### src/rtl/hzc_pkg.sv
package hzc_pkg;
    typedef enum logic [1:0] {
        SRC_RF    = 2'd0,
        SRC_EXMEM = 2'd1,
        SRC_MEMWB = 2'd2
    } opnd_src_e;

    typedef enum logic [1:0] {
        NXT_SEQ      = 2'd0,
        NXT_TARGET   = 2'd1,
        NXT_FALLTHRU = 2'd2
    } next_pc_e;

    typedef enum logic [1:0] {
        POL_FLUSH     = 2'd0,
        POL_NOT_TAKEN = 2'd1,
        POL_TAKEN     = 2'd2,
        POL_RSVD      = 2'd3
    } br_pol_e;

    typedef enum logic {
        ST_RUN    = 1'b0,
        ST_VERIFY = 1'b1
    } br_state_e;
endpackage

### src/rtl/hzc_stall.sv
module hzc_stall #(
    parameter int RW   = 5,
    parameter int NSRC = 2
) (
    input  logic                      clk,
    input  logic                      rst_n,
    input  logic                      fwd_en,
    input  logic [NSRC-1:0][RW-1:0]   id_src,
    input  logic [NSRC-1:0]           id_use,
    input  logic                      id_is_branch,
    input  logic [RW-1:0]             ex_rd,
    input  logic                      ex_reg_we,
    input  logic                      ex_mem_rd,
    input  logic [RW-1:0]             mem_rd,
    input  logic                      mem_reg_we,
    input  logic                      mem_mem_rd,
    output logic                      stall,
    output logic [NSRC-1:0]           br_fwd
);
    localparam logic [RW-1:0] ZERO_REG = '0;

    logic [NSRC-1:0] ex_hit;
    logic [NSRC-1:0] mem_hit;

    for (genvar k = 0; k < NSRC; k++) begin : g_src
        assign ex_hit[k]  = id_use[k] && ex_reg_we  && (ex_rd  != ZERO_REG) && (ex_rd  == id_src[k]);
        assign mem_hit[k] = id_use[k] && mem_reg_we && (mem_rd != ZERO_REG) && (mem_rd == id_src[k]);
        assign br_fwd[k]  = fwd_en && id_is_branch && mem_hit[k] && !mem_mem_rd;
    end

    always_comb begin
        if (!fwd_en) begin
            stall = (|ex_hit) || (|mem_hit);
        end else if (id_is_branch) begin
            stall = (|ex_hit) || ((|mem_hit) && mem_mem_rd);
        end else begin
            stall = (|ex_hit) && ex_mem_rd;
        end
    end

    // register 0 as the only destination never stalls
    a_r5_zero_no_stall: assert property (@(posedge clk) disable iff (!rst_n)
        (ex_rd == ZERO_REG && mem_rd == ZERO_REG) |-> !stall);

    // a producer in write-back alone never stalls
    a_r2_wb_free: assert property (@(posedge clk) disable iff (!rst_n)
        (!ex_reg_we && !mem_reg_we) |-> !stall);
endmodule

### src/rtl/hzc_fwd.sv
module hzc_fwd
    import hzc_pkg::*;
#(
    parameter int RW   = 5,
    parameter int NSRC = 2
) (
    input  logic                     fwd_en,
    input  logic [NSRC-1:0][RW-1:0]  ex_src,
    input  logic [RW-1:0]            mem_rd,
    input  logic                     mem_reg_we,
    input  logic [RW-1:0]            wb_rd,
    input  logic                     wb_reg_we,
    output opnd_src_e [NSRC-1:0]     sel
);
    localparam logic [RW-1:0] ZERO_REG = '0;

    for (genvar k = 0; k < NSRC; k++) begin : g_opnd
        always_comb begin
            if (!fwd_en || ex_src[k] == ZERO_REG) begin
                sel[k] = SRC_RF;
            end else if (mem_reg_we && mem_rd == ex_src[k]) begin
                sel[k] = SRC_EXMEM;
            end else if (wb_reg_we && wb_rd == ex_src[k]) begin
                sel[k] = SRC_MEMWB;
            end else begin
                sel[k] = SRC_RF;
            end
        end
    end
endmodule

### src/rtl/hzc_branch_fsm.sv
module hzc_branch_fsm
    import hzc_pkg::*;
(
    input  logic     clk,
    input  logic     rst_n,
    input  logic     stall,
    input  br_pol_e  policy,
    input  logic     id_is_branch,
    input  logic     id_br_taken,
    output logic     pc_we,
    output logic     ifid_we,
    output logic     idex_bubble,
    output logic     ifid_flush,
    output next_pc_e pc_sel
);
    br_state_e state_q, state_d;
    logic      taken_q;
    logic      resolve;

    assign resolve = (state_q == ST_RUN) && id_is_branch && !stall;

    always_ff @(posedge clk) begin
        if (!rst_n) begin
            state_q <= ST_RUN;
            taken_q <= 1'b0;
        end else begin
            state_q <= state_d;
            if (resolve) begin
                taken_q <= id_br_taken;
            end
        end
    end

    always_comb begin
        state_d     = ST_RUN;
        pc_we       = !stall;
        ifid_we     = !stall;
        idex_bubble = stall;
        ifid_flush  = 1'b0;
        pc_sel      = NXT_SEQ;
        unique case (state_q)
            ST_RUN: begin
                if (resolve) begin
                    case (policy)
                        POL_NOT_TAKEN: begin
                            if (id_br_taken) begin
                                ifid_flush = 1'b1;
                                pc_sel     = NXT_TARGET;
                            end
                        end
                        POL_TAKEN: begin
                            ifid_flush = 1'b1;
                            pc_sel     = NXT_TARGET;
                            state_d    = ST_VERIFY;
                        end
                        default: begin
                            ifid_flush = 1'b1;
                            pc_sel     = id_br_taken ? NXT_TARGET : NXT_FALLTHRU;
                        end
                    endcase
                end
            end
            ST_VERIFY: begin
                if (!taken_q) begin
                    pc_we       = 1'b1;
                    ifid_we     = 1'b1;
                    idex_bubble = 1'b0;
                    ifid_flush  = 1'b1;
                    pc_sel      = NXT_FALLTHRU;
                end
            end
        endcase
    end

    // the verify cycle only follows a predict-taken resolution
    a_r9_verify_origin: assert property (@(posedge clk) disable iff (!rst_n)
        (state_q == ST_VERIFY) |-> $past(id_is_branch && policy == POL_TAKEN));

    // a stalled branch takes no branch action
    a_r10_stall_quiet: assert property (@(posedge clk) disable iff (!rst_n)
        (state_q == ST_RUN && stall) |-> (!ifid_flush && pc_sel == NXT_SEQ));

    // any redirect squashes the fetch slot
    a_r7_redirect_squash: assert property (@(posedge clk) disable iff (!rst_n)
        (pc_sel != NXT_SEQ) |-> ifid_flush);

    // a bubble always comes with a frozen front end
    a_r2_bubble_holds: assert property (@(posedge clk) disable iff (!rst_n)
        idex_bubble |-> (!pc_we && !ifid_we));
endmodule

### src/rtl/hzc_top.sv
module hzc_top
    import hzc_pkg::*;
#(
    parameter int RW = 5
) (
    input  logic          clk,
    input  logic          rst_n,
    input  logic          fwd_en,
    input  logic [1:0]    br_policy,
    input  logic [RW-1:0] id_rs1,
    input  logic [RW-1:0] id_rs2,
    input  logic          id_use_rs1,
    input  logic          id_use_rs2,
    input  logic          id_is_branch,
    input  logic          id_br_taken,
    input  logic [RW-1:0] ex_rs1,
    input  logic [RW-1:0] ex_rs2,
    input  logic [RW-1:0] ex_rd,
    input  logic          ex_reg_we,
    input  logic          ex_mem_rd,
    input  logic [RW-1:0] mem_rd,
    input  logic          mem_reg_we,
    input  logic          mem_mem_rd,
    input  logic [RW-1:0] wb_rd,
    input  logic          wb_reg_we,
    output logic          pc_we,
    output logic          ifid_we,
    output logic          ifid_flush,
    output logic          idex_bubble,
    output logic [1:0]    pc_sel,
    output logic [1:0]    fwd_a,
    output logic [1:0]    fwd_b,
    output logic          br_fwd_a,
    output logic          br_fwd_b
);
    localparam int NSRC = 2;

    logic                      stall;
    logic [NSRC-1:0]           br_fwd;
    opnd_src_e [NSRC-1:0]      ex_sel;
    next_pc_e                  nxt;

    hzc_stall #(.RW(RW), .NSRC(NSRC)) u_stall (
        .clk          (clk),
        .rst_n        (rst_n),
        .fwd_en       (fwd_en),
        .id_src       ({id_rs2, id_rs1}),
        .id_use       ({id_use_rs2, id_use_rs1}),
        .id_is_branch (id_is_branch),
        .ex_rd        (ex_rd),
        .ex_reg_we    (ex_reg_we),
        .ex_mem_rd    (ex_mem_rd),
        .mem_rd       (mem_rd),
        .mem_reg_we   (mem_reg_we),
        .mem_mem_rd   (mem_mem_rd),
        .stall        (stall),
        .br_fwd       (br_fwd)
    );

    hzc_fwd #(.RW(RW), .NSRC(NSRC)) u_fwd (
        .fwd_en     (fwd_en),
        .ex_src     ({ex_rs2, ex_rs1}),
        .mem_rd     (mem_rd),
        .mem_reg_we (mem_reg_we),
        .wb_rd      (wb_rd),
        .wb_reg_we  (wb_reg_we),
        .sel        (ex_sel)
    );

    hzc_branch_fsm u_fsm (
        .clk          (clk),
        .rst_n        (rst_n),
        .stall        (stall),
        .policy       (br_pol_e'(br_policy)),
        .id_is_branch (id_is_branch),
        .id_br_taken  (id_br_taken),
        .pc_we        (pc_we),
        .ifid_we      (ifid_we),
        .idex_bubble  (idex_bubble),
        .ifid_flush   (ifid_flush),
        .pc_sel       (nxt)
    );

    assign pc_sel   = nxt;
    assign fwd_a    = ex_sel[0];
    assign fwd_b    = ex_sel[1];
    assign br_fwd_a = br_fwd[0];
    assign br_fwd_b = br_fwd[1];

    // with bypassing off, operands always come from the register file
    a_r6_nofwd_regfile: assert property (@(posedge clk) disable iff (!rst_n)
        !fwd_en |-> (fwd_a == 2'd0 && fwd_b == 2'd0 && !br_fwd_a && !br_fwd_b));

    // a bypassed branch operand never coincides with a non-branch decode
    a_r4_brfwd_branch_only: assert property (@(posedge clk) disable iff (!rst_n)
        (br_fwd_a || br_fwd_b) |-> id_is_branch);
endmodule

### config.mk
export PLATFORM = sky130hd
export DESIGN_NAME = hzc_top
export DESIGN_NICKNAME = d
export VERILOG_FILES = /design/src/rtl/hzc_pkg.sv /design/src/rtl/hzc_stall.sv /design/src/rtl/hzc_fwd.sv /design/src/rtl/hzc_branch_fsm.sv /design/src/rtl/hzc_top.sv
export SDC_FILE = /design/constraint.sdc
export NUM_CORES = 1
export LEC_CHECK = 0
export ABC_AREA = 1
export CORE_AREA = 2 2 53 55
export DETAILED_ROUTE_END_ITERATION = 6
export DIE_AREA = 0 0 55 57
export HOLD_SLACK_MARGIN = 0.08
export PLACE_DENSITY = 0.95
export SETUP_SLACK_MARGIN = 0.02
export SLEW_MARGIN = 15
export SYNTH_ARGS = -nofsm -noshare
export SYNTH_HDL_FRONTEND = slang
export SYNTH_SLANG_ARGS = --single-unit
### constraint.sdc
create_clock -name clk -period 3.2 [get_ports clk]
set_input_delay 0.48 -clock clk [delete_from_list [all_inputs] [get_ports clk]]
set_output_delay 0.48 -clock clk [all_outputs]
set_load 0.01 [all_outputs]
# --- Yosys cells after proc, flatten, opt, wreduce, memory -nomap -nowiden ---
# Cells that the tools add are included.
totals:
  regBits: 2
  input_bits: 49
  wordCells: 78
  output_inout_bits: 12
op_classes:
  eq_ne: 10
  reduce_logical: 39
  bitwise_logic: 3
  mux: 24
op_table:
  columns: ["cell", "n"]
  rows:
  - ["$eq A5 B5 Y1", 8]
  - ["$logic_and A1 B1 Y1", 25]
  - ["$mux W2", 9]
  - ["$mux W1", 12]
  - ["$logic_not A5 Y1", 2]
  - ["$reduce_bool A5 Y1", 2]
  - ["$pmux W2 S2", 2]
  - ["$logic_or A1 B1 Y1", 4]
  - ["$reduce_or A2 Y1", 2]
  - ["$logic_not A1 Y1", 3]
  - ["$not A1 Y1", 3]
  - ["$reduce_or A3 Y1", 1]
  - ["$eq A2 B1 Y1 const B", 1]
  - ["$eq A2 B2 Y1 const B", 1]
  - ["$pmux W1 S2", 1]

# --- Depth between registers and ports, before layout ---
# Gate-level depths: netlist of the first run.
depth:
  word_depth: 12
  mapped_depth: 12
  ltp_nobuf: 12

# --- By module ---
# From an unflattened synthesis of the first run, not the netlist that was laid out.
hier_totals:
  hier_cells: 236
  area_unflattened_um2: 1052.3
by_module_without_submodules:
  columns: ["module", "cells_each", "seq_area_each_um2", "instances", "area_per_inst_um2"]
  rows:
  - ["hzc_stall", 114, 0.0, 1, 457.9]
  - ["hzc_fwd", 96, 0.0, 1, 399.1]
  - ["hzc_branch_fsm", 26, 40.0, 1, 195.2]

# --- Worst setup path before layout of the first run ---
# Ideal clock, no wire load.
synth_timing:
  path_type: "input -> output"
  startpoint: "input port mem_rd[0]"
  endpoint: "output port pc_we"
  required_time_ns: 2.720
  arrival_time_ns: 1.326
  stages: 10
  path_slack_ns: 1.394
  path_buffers: 1
  path_cell_list: "inv_1 nand2_1 nor2_1 nor2_1 nand2_1 nand2_1 nand2_2 nand2_1 nand2_1 buf_4"
synth_between:
  elab_chain_cells: 11
  elab_cells_between_ends: 16
  classes_between: "eq/ne (2); mux (4); reduce/logical (10)"
synth_lines:
  columns: ["element", "line", "rtl"]
  rows:
  - ["start: declaration", "hzc_top.sv:21", "input logic [RW-1:0] mem_rd,"]
  - ["$reduce_bool A5 Y1", "hzc_stall.sv:27", "assign mem_hit[k] = id_use[k] && mem_reg_we && (mem_rd != ZERO_REG) && (mem_rd == id_src[k]);"]
  - ["$logic_and A1 B1 Y1 (2 in series)", "hzc_stall.sv:27", null]
  - ["$reduce_or A2 Y1 (*)", "hzc_stall.sv:33, hzc_stall.sv:35", null]
  - ["$logic_and A1 B1 Y1", "hzc_stall.sv:35", "stall = (|ex_hit) || ((|mem_hit) && mem_mem_rd);"]
  - ["$logic_or A1 B1 Y1", "hzc_stall.sv:35", null]
  - ["$mux W1", "hzc_stall.sv:34", "end else if (id_is_branch) begin"]
  - ["$mux W1 (*)", "hzc_stall.sv:32", "if (!fwd_en) begin"]
  - ["$logic_not A1 Y1 (*)", null, null]
  - ["$mux W1", null, null]
  - ["$mux W1 (*)", null, null]
  - ["end: declaration", "hzc_top.sv:26", "output logic pc_we,"]
# Every way passes the cells marked *; elsewhere a longest branch is shown, timed or not.

# --- Worst setup path in the final report of the first run ---
layout_timing:
  startpoint: "input port mem_rd[0]"
  endpoint: "output port pc_sel[1]"
layout_between:
  elab_chain_cells: 12
  elab_cells_between_ends: 17
  classes_between: "eq/ne (2); mux (4); reduce/logical (11)"
layout_lines:
  columns: ["element", "line", "rtl"]
  rows:
  - ["$reduce_bool A5 Y1", "hzc_stall.sv:27", null]
  - ["$logic_and A1 B1 Y1 (2 in series)", "hzc_stall.sv:27", null]
  - ["$reduce_or A2 Y1 (*)", "hzc_stall.sv:33, hzc_stall.sv:35", null]
  - ["$logic_and A1 B1 Y1", "hzc_stall.sv:35", null]
  - ["$logic_or A1 B1 Y1", "hzc_stall.sv:35", null]
  - ["$mux W1", "hzc_stall.sv:34", null]
  - ["$mux W1 (*)", "hzc_stall.sv:32", null]
  - ["$logic_not A1 Y1 (*)", "hzc_branch_fsm.sv:20", "assign resolve = (state_q == ST_RUN) && id_is_branch && !stall;"]
  - ["$logic_and A1 B1 Y1 (*)", "hzc_branch_fsm.sv:20", null]
  - ["$mux W2 (*)", "hzc_branch_fsm.sv:43", "if (resolve) begin"]
  - ["$pmux W2 S2 (*)", "hzc_branch_fsm.sv:41", "unique case (state_q)"]
  - ["end: declaration", "hzc_top.sv:30", "output logic [1:0] pc_sel,"]
# Marked as above.

==> results of run 1 <==
## metrics by stage
stage          hold WS (ns)  cells  util, %  setup slack (ns)
3_5_place_dp          0.458    297     61.1             0.273
3_3_place_gp          0.454    297     61.1             0.276
2_1_floorplan         0.445    207        -              1.39
6_report              0.467    300     62.0             0.215
4_1_cts               0.466    300     62.0             0.256
5_1_grt               0.479    300     62.0            0.0527
## cells by family (layout without fill, tap and decap cells)
kind of cell | Yosys count | in the layout
AO/OA/AOI/OAI | 17 | 17
XOR/XNOR | 9 | 9
adder cells (fa/ha/maj) | 2 | 2
buffers and inverters | 49 | 111
flip-flops | 2 | 2
AND/OR/NAND/NOR | 128 | 128
## cell usage in the layout, fill, tap and decap left out
cell type        instances
a21oi_2                  1
nor3_1                   3
o21ai_0                  4
nand2_1                 82
a21oi_1                  6
clkdlybuf4s50_1         60
o2111ai_1                2
nand3_4                  1
nor2_1                  24
nand3_1                  6
nor4_1                   4
xor2_1                   8
dfxtp_1                  2
o22ai_1                  2
inv_2                    3
ha_1                     2
inv_1                   44
nand4_1                  6
nand2_2                  2
clkbuf_4                 3
o21ai_1                  2
clkinv_1                 1
xnor2_1                  1
## routing by layer
layer  part of all wire [%]  wire, um
met2                     50      1550
met5                      0         0
met3                    9.3       289
met4                   0.87        27
met1                     40      1250
## synth_stat cells, drive strengths merged
library cell	number
nand3	7
nand2	84
dfxtp	2
xor2	8
nor2	24
o21ai	6
nor3	3
inv	47
buf	1
o22ai	2
a21oi	7
o2111ai	2
clkinv	1
ha	2
xnor2	1
nand4	6
nor4	4
## registers in the layout, summed over array words and instances (netlist names)
register	count
u_fsm.state_q	1
u_fsm.taken_q	1
## critical path, delay by kind of cell
family | cells | cell delay (ns)
AND/OR/NAND/NOR | 7 | 0.61
buffers and inverters | 3 | 1.25
AO/OA/AOI/OAI | 1 | 0.16
## worst paths after layout
kind / startpoint / to / slack (ns) / cells after the start
setup / recovery: mem_rd[0] / pc_sel[1] / 0.22 / 11
setup reg to reg: u_fsm.state_q / u_fsm.taken_q / 2.30 / 3
hold / removal: u_fsm.taken_q / u_fsm.taken_q / 0.47 / 2
hold reg to reg: u_fsm.taken_q / u_fsm.taken_q / 0.47 / 2
## power by group through the flow
stage	logic [mW]	registers, mW	clock network (mW)
final	0.174	0.0269	0.0578
after detailed placement	0.172	0.0272	0
after CTS	0.174	0.0269	0.0579
after global routing	0.193	0.0270	0.0643
after floorplan	0.0743	0.0271	0
after global placement	0.170	0.0272	0
## layout make-up
type / count / area [sq um] / share of cell area [%]
Sequential cell: 2 / 40.0 / 2.47
Clock buffer: 3 / 22.5 / 1.39
Timing Repair Buffer: 60 / 601 / 37.1
Tap cell: 31 / 38.8 / 2.39
Multi-Input combinational cell: 156 / 738 / 45.6
Inverter: 48 / 180 / 11.1
==> impl_metrics.py, run 1 <==
metrics = {
    "layout": {
        "n_antenna_cell": 0,
        "final_area_sq_mm": 0.00162,
        "drive_above_1_share_pct": 3.72,
        "finalNetCount": 322,
        "fillCellCount": 255,
        "syn_to_final_growth_pct": 67.7,
    },
    "power_and_ir_drop": {
        "p_leak_nw": 0.860,
        "p_sw_share_pct": 38.2,
        "clkPwrFrac_pct": 22.3,
        "powerDensity_mw_per_mm2": 160,
        "total_power_mw": 0.259,
        "p_comb_share_pct": 67.3,
        "switchingPower_mw": 0.0988,
        "seqPwrFrac_pct": 10.4,
        "irDropWorstVdd_v": 0.000116,
        "p_int_mw": 0.160,
    },
    "clock_network": {
        "clock_tree.root_cell": "clkbuf_4",
        "cts.sinks": 2,
        "cts_buffers": 3,
        "htree_num_levels": 1,
        "ctsHoldBuffers": 0,
        "cts_tree": "yes",
        "clockBufferDepth": 2,
        "postCtsSetupBuffers": 0,
        "clk_pin_slew_ns": 0.03,
        "insertion_delay_ns": 0.23,
        "cts_resized": 0,
    },
    "placed_design": {
        "postPlaceCellArea_sq_mm": 0.00160,
        "gp_congestion": 0.896,
        "buffer_ports.inserted": 60,
        "dpl.hpwl_um": 2610,
    },
    "routing": {
        "num_vias": 1446,
        "antenna_left": 0,
        "drtIter0Drc": 41,
        "dr.pass1.iters": 4,
        "wl_per_cell_um": 10.4,
        "post_drt_via_cell_ratio": 4.82,
        "wl_um": 3110,
        "drc": 0,
    },
    "logic_synthesis": {
        "syn_area_per_cell_sq_um": 4.67,
        "yosysTopAreaCell": "nand2_1",
        "synth.area.top_cells": "nand2_1 32%, inv_1 17%, nor2_1 9.3%",
        "yosys_warnings": 0,
        "synth-simple-area-share_pct": 55.4,
        "synth_top_family_by_area": "simple AND/OR/NAND/NOR gates",
        "synthCells": 207,
        "syn-cell-area_sq_um": 966,
        "synth-xor-area-share_pct": 8.16,
        "synth.area.mux_share_pct": 0,
        "ys_types": 22,
        "ys_ff_latch": 2,
        "synth_fp_nets": 258,
        "synth-compound-area-share_pct": 10.2,
        "synthAdderAreaFrac_pct": 2.59,
        "seq_area_frac_synth_pct": 4.15,
        "synth_top_area_share_pct": 31.9,
    },
    "timing": {
        "finClkSkew_ns": 0.00312,
        "slew_headroom_pct": 76.4,
        "rsz0062_at_grt": "no",
        "hold_viol_final": 0,
        "tightest_slew_ns": 0.351,
        "finalSetupTns_ns": 0,
        "finalCriticalPeriod_ns": 2.98,
        "setup_viol": 0,
        "slew_violations": 0,
        "post-route-period-util_pct": 93.3,
        "timing.fmax_mhz": 335,
    },
    "setup_path": {
        "cp.required_ns": 2.72,
        "cp_cell_sequence": "clkdlybuf4s50_1, inv_1, nand2_1, nor2_1, nor2_1, nand2_1, nand2_1, nand2_2, nand3_4, o21ai_1, clkdlybuf4s50_1",
        "path_common_cell": "nand2_1",
        "crit_slowest_cell": "clkdlybuf4s50_1",
        "end_kind": "output pin",
        "critPathKind": "primary input to output pin",
        "path_max_fanout": 5,
        "startpoint_type": "primary input",
        "max_stage_delay_ns": 0.56,
        "cp_data_arrival_time_ns": 2.50,
    },
    "global_routing": {
        "grt_max_degree": 6,
        "grt_pass1_wl_um": 5060,
        "use_met2_pct": 37.1,
        "top_usage_layer": "met2",
        "grt_usage_pct": 20.9,
        "grt_pass1_vias": 1328,
        "antenna_found_initial": 0,
        "grtUsageMet1_pct": 24.3,
        "grtUsageMet3_pct": 4.45,
        "overflow": 0,
    },
    "floorplanning": {
        "rows": 19,
        "dieHeight_um": 57,
        "die_x_um": 55,
        "initial_utilization_pct": 36.9,
        "ios": 61,
        "die-area_sq_mm": 0.00314,
        "core_area_sq_mm": 0.00262,
    },
    "run_status": {
        "status": "finished clean",
    },
    "flow_run": {
        "maxCapViolations": 0,
    },
    "min_path": {
        "hold_class": "flop to flop",
    },
}
(Power assumes the default switching activity.)
==> run 2, diff against run 1 <==
--- a/config.mk
+++ b/config.mk
@@ -6,9 +6,9 @@
 export NUM_CORES = 1
 export LEC_CHECK = 0
 export ABC_AREA = 1
-export CORE_AREA = 2 2 53 55
+export CORE_AREA = 4 4 55 57
 export DETAILED_ROUTE_END_ITERATION = 6
-export DIE_AREA = 0 0 55 57
+export DIE_AREA = 0 0 59 61
 export HOLD_SLACK_MARGIN = 0.08
 export PLACE_DENSITY = 0.95
 export SETUP_SLACK_MARGIN = 0.02
==> run 2 against run 1 <==
Effect of this change: largest cell class unchanged; core utilization is 3.4 points higher; sequential share of layout area hardly changed; clock power is 7.3% higher; first-iteration DRC count is 34% higher; maximum frequency is 1.8% higher; power is 0.77% higher; die area is 15% higher; design area hardly changed; highest routed layer unchanged; routed wire length is 0.29% lower; non-clock buffer count stayed put; worst hold slack better by 0.0023 ns.
==> impl_metrics.py, run 2 (synthesized netlist as in run 1, its figures left out) <==
metrics = {
    "routing": {
        "dr.pass1.iters": 6,
        "num_vias": 1421,
        "drtIter0Drc": 55,
        "post_drt_via_cell_ratio": 4.75,
        "wl_per_cell_um": 10.4,
        "drc": 0,
        "antenna_left": 0,
        "wl_um": 3100,
    },
    "layout": {
        "drive_above_1_share_pct": 3.72,
        "final_common_cell": "nand2_1",
        "fillCellCount": 254,
        "largestRegisters": "u_fsm.state_q: 1 flops, u_fsm.taken_q: 1 flops",
        "syn_to_final_growth_pct": 67.6,
        "multiInputGateArea_sq_um": 738,
        "seq_area_sq_um": 40.0,
        "finalNetCount": 322,
        "layout_common_cells": "82 x nand2_1, 60 x clkdlybuf4s50_1, 44 x inv_1, 24 x nor2_1, 8 x xor2_1",
        "final_util_pct": 65.4,
        "n_antenna_cell": 0,
    },
    "timing": {
        "timing.fmax_mhz": 341,
        "hold_ws_ns": 0.469,
        "hold_viol_final": 0,
        "slew_headroom_pct": 74.5,
        "slew_violations": 0,
        "setup_viol": 0,
        "post-route-period-util_pct": 91.7,
        "finalCriticalPeriod_ns": 2.93,
        "rsz0062_at_grt": "no",
        "finalSetupTns_ns": 0,
        "tightest_slew_ns": 0.379,
        "finClkSkew_ns": 0.00879,
        "setup_slack_ns": 0.267,
    },
    "clock_network": {
        "cts_resized": 0,
        "cts_buffers": 3,
        "htree_num_levels": 1,
        "cts.sinks": 2,
        "postCtsSetupBuffers": 0,
        "clk_pin_slew_ns": 0.04,
        "ctsHoldBuffers": 0,
        "clockBufferDepth": 2,
        "clock_tree.root_cell": "clkbuf_4",
        "insertion_delay_ns": 0.24,
        "cts_tree": "yes",
    },
    "placed_design": {
        "place_ws_ns": 0.263,
        "buffer_ports.inserted": 60,
        "gp_congestion": 0.879,
        "dpl.hpwl_um": 2720,
    },
    "setup_path": {
        "critPathKind": "primary input to output pin",
        "path_max_fanout": 5,
        "critPathLaunch": "mem_rd[3]",
        "cp_data_arrival_time_ns": 2.45,
        "end_kind": "output pin",
        "cp.required_ns": 2.72,
        "startpoint_type": "primary input",
        "rr_startpoint": "u_fsm.state_q",
    },
    "flow_run": {
        "maxCapViolations": 0,
    },
    "global_routing": {
        "overflow": 0,
        "grt_pass1_wl_um": 5130,
        "grt_max_degree": 6,
        "grt_usage_pct": 18.3,
        "grt_pass1_vias": 1319,
        "antenna_found_initial": 0,
    },
    "floorplanning": {
        "die-area_sq_mm": 0.00360,
        "dieHeight_um": 61,
        "die_x_um": 59,
        "initial_utilization_pct": 39.0,
        "ios": 61,
        "core_area_sq_mm": 0.00248,
        "rows": 18,
    },
    "power_and_ir_drop": {
        "p_leak_nw": 0.860,
        "powerDensity_mw_per_mm2": 161,
        "total_power_mw": 0.261,
        "irDropWorstVdd_v": 0.000163,
    },
    "min_path": {
        "hold_class": "flop to flop",
        "min-delay-start": "u_fsm.taken_q",
    },
    "run_status": {
        "status": "finished clean",
    },
}
-- run 2: cell counts in the layout (fill, tap and decap cells not counted) --
Identical to the previous run, type by type.
-- run 2: worst max-delay path, stage by stage --
cell	delay, ns
clkdlybuf4s50_1	0.50
inv_2	0.14
nand3_1	0.09
nor2_1	0.13
nor2_1	0.06
nand2_1	0.08
nand2_1	0.07
nand2_2	0.10
nand3_4	0.11
o21ai_1	0.15
clkdlybuf4s50_1	0.55
-- run 2: where the power goes --
| group | internal, mW | total [mW] | switching (mW) |
|---|---|---|---|
| sequential | 0.0263 | 0.0269 | 0.000646 |
| clock | 0.0418 | 0.0620 | 0.0202 |
| combinational | 0.0923 | 0.172 | 0.0797 |
-- run 2: per-stage QoR --
step | cells | area (sq um)
floorplan | 207 | 966
global placement | 296 | 1600
detailed placement | 296 | 1600
CTS | 299 | 1620
global route | 299 | 1620
finish | 299 | 1620
-- run 2: worst paths after layout --
check / endpoint / slack, ns / depth (start not counted)
setup / recovery: pc_sel[1] / 0.27 / 11
hold / removal: u_fsm.taken_q / 0.47 / 2
setup reg to reg: u_fsm.taken_q / 2.28 / 4
hold reg to reg: u_fsm.taken_q / 0.47 / 2
-- run 2: metal layers --
layer	vias up	GRT usage [%]	share of wire [%]
li1	756	-	-
met1	594	21.1	39
met2	66	32.2	48
met3	5	6.38	11
met4	0	4.85	1.2
met5	-	0	0
-- run 2: layout make-up --
type                            instances  area share, %
Sequential cell                         2           2.47
Inverter                               48           11.1
Clock buffer                            3           1.39
Multi-Input combinational cell        156           45.6
Timing Repair Buffer                   60           37.1
Tap cell                               30           2.32
